<file path="src/rtl/aud_ser_pkg.sv">
package aud_ser_pkg;

  localparam int WORD_W    = 24;
  localparam int HALF_SL   = 32;
  localparam int POS_W     = $clog2(HALF_SL);
  localparam int SLOT_W    = POS_W + 1;
  localparam int SHORT_W   = 16;

  typedef enum logic [1:0] {
    FMT_RJ16 = 2'b00,
    FMT_RJ24 = 2'b01,
    FMT_LJ24 = 2'b10,
    FMT_I2S  = 2'b11
  } fmt_e;

  // Slot at which the MSB of a word lands within a half-frame.
  function automatic int msb_slot(fmt_e f);
    case (f)
      FMT_LJ24: return 0;
      FMT_I2S:  return 1;
      FMT_RJ24: return HALF_SL - WORD_W;
      default:  return HALF_SL - SHORT_W;
    endcase
  endfunction

  // Lowest word bit that is transmitted in a format.
  function automatic int lsb_kept(fmt_e f);
    return (f == FMT_RJ16) ? (WORD_W - SHORT_W) : 0;
  endfunction

  // Data bit for slot position p of a half-frame carrying word w.
  function automatic logic slot_bit(fmt_e f, logic [POS_W-1:0] p,
                                    logic [WORD_W-1:0] w);
    int off;
    int idx;
    logic [WORD_W-1:0] sh;
    off = msb_slot(f);
    idx = WORD_W - 1 - (int'(p) - off);
    if (int'(p) < off || idx < lsb_kept(f)) return 1'b0;
    sh = w >> idx;
    return sh[0];
  endfunction

  // Word-clock level that marks the left channel.
  function automatic logic left_level(fmt_e f);
    return (f != FMT_I2S);
  endfunction

endpackage

</file>
<file path="src/rtl/aud_bck_gen.sv">
module aud_bck_gen #(
  parameter int BCK_DIV = 4
) (
  input  logic clk,
  input  logic rst_n,
  output logic bck,
  output logic bit_fall
);
  localparam int CNT_W = (BCK_DIV > 2) ? $clog2(BCK_DIV) : 1;
  localparam int HALF  = BCK_DIV / 2;
  localparam logic [CNT_W-1:0] LAST = CNT_W'(BCK_DIV - 1);
  localparam logic [CNT_W-1:0] RISE = CNT_W'(HALF - 1);

  logic [CNT_W-1:0] cnt;

  assign bit_fall = (cnt == LAST);

  always_ff @(posedge clk or negedge rst_n) begin
    if (!rst_n) begin
      cnt <= '0;
      bck <= 1'b0;
    end else begin
      cnt <= bit_fall ? '0 : cnt + 1'b1;
      if (bit_fall)         bck <= 1'b0;
      else if (cnt == RISE) bck <= 1'b1;
    end
  end
endmodule

</file>
<file path="src/rtl/aud_conceal.sv">
module aud_conceal
  import aud_ser_pkg::*;
(
  input  logic              clk,
  input  logic              rst_n,
  input  logic              smp_stb,
  input  logic [WORD_W-1:0] smp_left,
  input  logic [WORD_W-1:0] smp_right,
  input  logic              par_err,
  input  logic              non_pcm,
  output logic [WORD_W-1:0] held_left,
  output logic [WORD_W-1:0] held_right,
  output logic              conceal_hit
);
  logic take;

  assign conceal_hit = smp_stb & par_err & ~non_pcm;
  assign take        = smp_stb & ~conceal_hit;

  always_ff @(posedge clk or negedge rst_n) begin
    if (!rst_n) begin
      held_left  <= '0;
      held_right <= '0;
    end else if (take) begin
      held_left  <= smp_left;
      held_right <= smp_right;
    end
  end
endmodule

</file>
<file path="src/rtl/aud_frame_shift.sv">
module aud_frame_shift
  import aud_ser_pkg::*;
(
  input  logic              clk,
  input  logic              rst_n,
  input  logic              bit_fall,
  input  logic [1:0]        fmt_sel,
  input  logic              locked,
  input  logic [WORD_W-1:0] held_left,
  input  logic [WORD_W-1:0] held_right,
  output logic              lrck,
  output logic              sdata,
  output logic              frame_start
);
  fmt_e              fmt;
  logic [SLOT_W-1:0] slot;
  logic [SLOT_W-1:0] slot_nxt;
  logic [WORD_W-1:0] cur_l;
  logic [WORD_W-1:0] cur_r;
  logic [WORD_W-1:0] word_now;
  logic              right_half;
  logic              next_bit;

  assign fmt         = fmt_e'(fmt_sel);
  assign slot_nxt    = slot + 1'b1;
  assign right_half  = slot_nxt[SLOT_W-1];
  assign frame_start = bit_fall && (slot_nxt == '0);

  always_comb begin
    if (right_half)       word_now = cur_r;
    else if (frame_start) word_now = held_left;
    else                  word_now = cur_l;
  end

  assign next_bit = slot_bit(fmt, slot_nxt[POS_W-1:0], word_now);

  always_ff @(posedge clk or negedge rst_n) begin
    if (!rst_n) begin
      slot  <= '1;
      cur_l <= '0;
      cur_r <= '0;
      lrck  <= 1'b0;
      sdata <= 1'b0;
    end else begin
      if (bit_fall) begin
        slot  <= slot_nxt;
        lrck  <= right_half ? ~left_level(fmt) : left_level(fmt);
        sdata <= locked & next_bit;
      end else begin
        sdata <= sdata & locked;
      end
      if (frame_start) begin
        cur_l <= held_left;
        cur_r <= held_right;
      end
    end
  end
endmodule

</file>
<file path="src/rtl/aud_ser_fmt.sv">
module aud_ser_fmt
  import aud_ser_pkg::*;
#(
  parameter int BCK_DIV = 4
) (
  input  logic              clk,
  input  logic              rst_n,
  input  logic              smp_stb,
  input  logic [WORD_W-1:0] smp_left,
  input  logic [WORD_W-1:0] smp_right,
  input  logic              par_err,
  input  logic              non_pcm,
  input  logic              locked,
  input  logic [1:0]        fmt_sel,
  output logic              bck,
  output logic              lrck,
  output logic              sdata
);
  logic              bit_fall;
  logic              frame_start;
  logic              conceal_hit;
  logic [WORD_W-1:0] held_left;
  logic [WORD_W-1:0] held_right;

  aud_bck_gen #(.BCK_DIV(BCK_DIV)) u_bck (
    .clk      (clk),
    .rst_n    (rst_n),
    .bck      (bck),
    .bit_fall (bit_fall)
  );

  aud_conceal u_conceal (
    .clk         (clk),
    .rst_n       (rst_n),
    .smp_stb     (smp_stb),
    .smp_left    (smp_left),
    .smp_right   (smp_right),
    .par_err     (par_err),
    .non_pcm     (non_pcm),
    .held_left   (held_left),
    .held_right  (held_right),
    .conceal_hit (conceal_hit)
  );

  aud_frame_shift u_shift (
    .clk         (clk),
    .rst_n       (rst_n),
    .bit_fall    (bit_fall),
    .fmt_sel     (fmt_sel),
    .locked      (locked),
    .held_left   (held_left),
    .held_right  (held_right),
    .lrck        (lrck),
    .sdata       (sdata),
    .frame_start (frame_start)
  );
endmodule

</file>
<file path="config.mk">
export PLATFORM = sky130hd
export DESIGN_NAME = aud_ser_fmt
export DESIGN_NICKNAME = d
export VERILOG_FILES = /design/src/rtl/aud_ser_pkg.sv /design/src/rtl/aud_bck_gen.sv /design/src/rtl/aud_conceal.sv /design/src/rtl/aud_frame_shift.sv /design/src/rtl/aud_ser_fmt.sv
export SDC_FILE = /design/constraint.sdc
export NUM_CORES = 1
export LEC_CHECK = 0
export BUFFER_PORTS_ARGS = -buffer_cell sky130_fd_sc_hd__clkbuf_2
export CAP_MARGIN = 0
export CORE_MARGIN = 5
export CORE_UTILIZATION = 45
export DETAILED_ROUTE_END_ITERATION = 6
export REMOVE_ABC_BUFFERS = 1
export SYNTH_ARGS = -nofsm -noshare
export SYNTH_HDL_FRONTEND = slang
export SYNTH_HIERARCHICAL = 1
export SYNTH_SLANG_ARGS = --single-unit
</file>
<file path="constraint.sdc">
create_clock -name clk -period 3.7 [get_ports clk]
set_input_delay 0.185 -clock clk [delete_from_list [all_inputs] [get_ports clk]]
set_output_delay 0.185 -clock clk [all_outputs]
set_load 0.03 [all_outputs]
</file>
==> key figures <==
GRT
  – First-pass GRT wire length: 18,700 microns
  – Number of global-route vias before repair: 3,639
  – GRT Total Usage: 16.3%
  – Grt ovf: 0
  – Largest net degree at the start of global routing: 80
  – Initial antenna violation count: 0

Timing
  – Worst setup margin: 0.294 ns
  – Fmax: 294 MHz
  – Final hold vios: 0
  – RSZ-0062 raised after global routing: false
  – Minimum clock period: 3.41 ns
  – Max Transition Viols Final: 0
  – Rel. slew slack: 34.5%
  – Clk_skew: 0.00784 ns
  – Final worst-path cycle share: 92.1%
  – Worst-margin pin slew: 0.983 ns
  – # setup viols final: 0

Clock network
  – Post_cts resized: 0
  – CTS buffer count: 9
  – Clock-pin slew on the worst setup and hold paths: 0.07 ns
  – Max Root-Sink Buffers: 2
  – Post-CTS Setup Bufs: 0
  – CTS tree: done
  – H-tree Lvls: 3
  – CTS root buf: clkbuf_16
  – CTS sink cnt: 107
  – Clk_lat worst skew: 0.35 ns
  – CTS Hold Bufs: 0

Place
  – Dpl ws: 0.343 ns
  – PortBufs: 58
  – Post-DP HPWL: 7520 microns
  – Final weighted congestion in routability-driven placement: 0.796
  – Cells after DPL: 615

Final layout
  – Ant diodes: 0
  – FILL cells: 1,025
  – Fin nets: 553
  – Synth-to-Final Area Change: 12.1%
  – Final Core Density: 51.9%
  – Layout cell share with drive strength beyond 1: 38.1%
  – Final Non-Filler Cells: 631
  – Area of the multi-input gates: 0.00242 sq mm
  – Register area: 0.00269 sq mm

Setup path
  – Critical path launch point type: flip-flop
  – Crit-path leading delay family: adder cells
  – RR Endpoint: u_shift/sdata
  – CP max stage cell: dfstp_2
  – Slowest cell delay on critical path: 0.63 ns
  – Worst R2R Setup Slack: 0.29 ns
  – Crit path max fanout: 8
  – WS Path Type: reg2reg
  – Worst EP arrival: 3.68 ns
  – Buffers & Inverters on Critical Path: 0
  – Worst path required time: 3.97 ns
  – Reg2reg path depth: 12
  – Critical Path, Cell by Cell: ha_1 > nand3_1 > xnor2_1 > fa_1 > a31oi_1 > ha_1 > nand4b_1 > a211oi_1 > nor4b_1 > nand4_1 > o22a_1 > o211ai_1
  – Most used cell, CP: ha_1
  – Reg-to-reg startpoint: u_shift/slot[0]
  – Critical path endpoint category: flip-flop

Yosys
  – Syn Area/Cell: 12.4 sq um
  – Synth Cell Area: 0.00533 sq mm
  – Synth Warn #: 6
  – Syn Inst Count: 431

Drt
  – DRT antenna net count: 0
  – Routed vias/inst: 5.42
  – Detailed Route WL: 10,700 microns
  – Drt first pass iters: 4
  – Total vias in the final route: 3,423
  – DR WL/cell: 17.0 microns
  – # DRC: 0
  – DR iter-0 viols: 174

Floorplanning
  – Row count: 39
  – IO Pins: 59
  – Initial Util: 46.3%
  – Die Width: 119 microns
  – Die Area: 0.0141 sq mm
  – Die H: 119 microns
  – Core area: 0.0115 sq mm

Power and ir drop
  – Max VDD drop: 226 uV
  – Total leakage power: 2.75 nW
  – Pwr Density: 396 mW/mm^2

Status
  – Status: complete, no violations

Job
  – Maxcap violations: 0

Hold path
  – Hold crit path type: in2async
## layer usage
metal  GRT usage (%)  wire [microns]  vias up
met5               0               0        -
met1            22.4            5030     1691
met3            4.22             417        7
li1                -               -     1658
met4            4.78             127        0
met2            25.8            5140       67
## layout by cell type, fill, tap and decap left out, types with 3 or more instances in the layout
cell and instances:
clkbuf_16 9, a31oi_1 16, mux2_4 29, dfrtp_1 101
mux2_1 9, nand2_1 36, a21oi_1 14, o211ai_1 4
ha_1 13, buf_4 12, inv_1 7, nor3_1 4
o21ai_1 3, o21ai_0 17, nor2_1 13, xnor2_1 9
dfstp_2 6, a311oi_1 5, clkbuf_2 57, mux2_2 59
nand4_1 7, nand3_1 13
## power by group
group | total (mW) | switching, mW | internal (mW)
combinational | 0.188 | 0.0770 | 0.111
sequential | 1.29 | 0.0515 | 1.24
clock | 0.891 | 0.429 | 0.462
total | 2.37 | 0.557 | 1.81
## per-stage QoR
stage | instance area [sq um] | power (mW) | setup TNS, ns | hold slack (ns)
final | 5980 | 2.37 | 0 | 0.00928
after floorplan | 5130 | 1.41 | -9.38 | -0.111
after global placement | 5710 | 1.50 | 0 | 0.416
after CTS | 5980 | 2.41 | 0 | 0.0383
after detailed placement | 5710 | 1.51 | 0 | 0.414
after global routing | 5980 | 2.47 | 0 | 0.0440
## layout make-up
| cell class | count | area share [%] |
|---|---|---|
| tap | 143 | 2.99 |
| inverter | 8 | 0.502 |
| clock inverter | 5 | 0.649 |
| clock buffer | 11 | 3.89 |
| timing repair buffer | 70 | 6.61 |
| multi-input combinational | 287 | 40.4 |
| sequential | 107 | 44.9 |
## sequential cells by signal (all words and copies together), names as in the netlist
name / cells
u_conceal/held_left: 24
u_conceal/held_right: 24
u_shift/cur_l: 24
u_shift/cur_r: 24
u_shift/slot: 6
u_bck/cnt: 2
u_bck/bck: 1
u_shift/lrck: 1
u_shift/sdata: 1
## how the worst max path moves through the flow
stage               cells after the start       startpoint                to  slack, ns
floorplan                               5  u_shift/slot[0]  u_shift/cur_l[0]      -0.22
global placement                       11  u_shift/slot[0]     u_shift/sdata       0.53
detailed placement                     12  u_shift/slot[0]     u_shift/sdata       0.34
CTS                                    12  u_shift/slot[0]     u_shift/sdata       0.31
global route                           11  u_shift/slot[0]     u_shift/sdata        0.1
finish                                 12  u_shift/slot[0]     u_shift/sdata       0.29
Power figures use the tool's default switching activity.
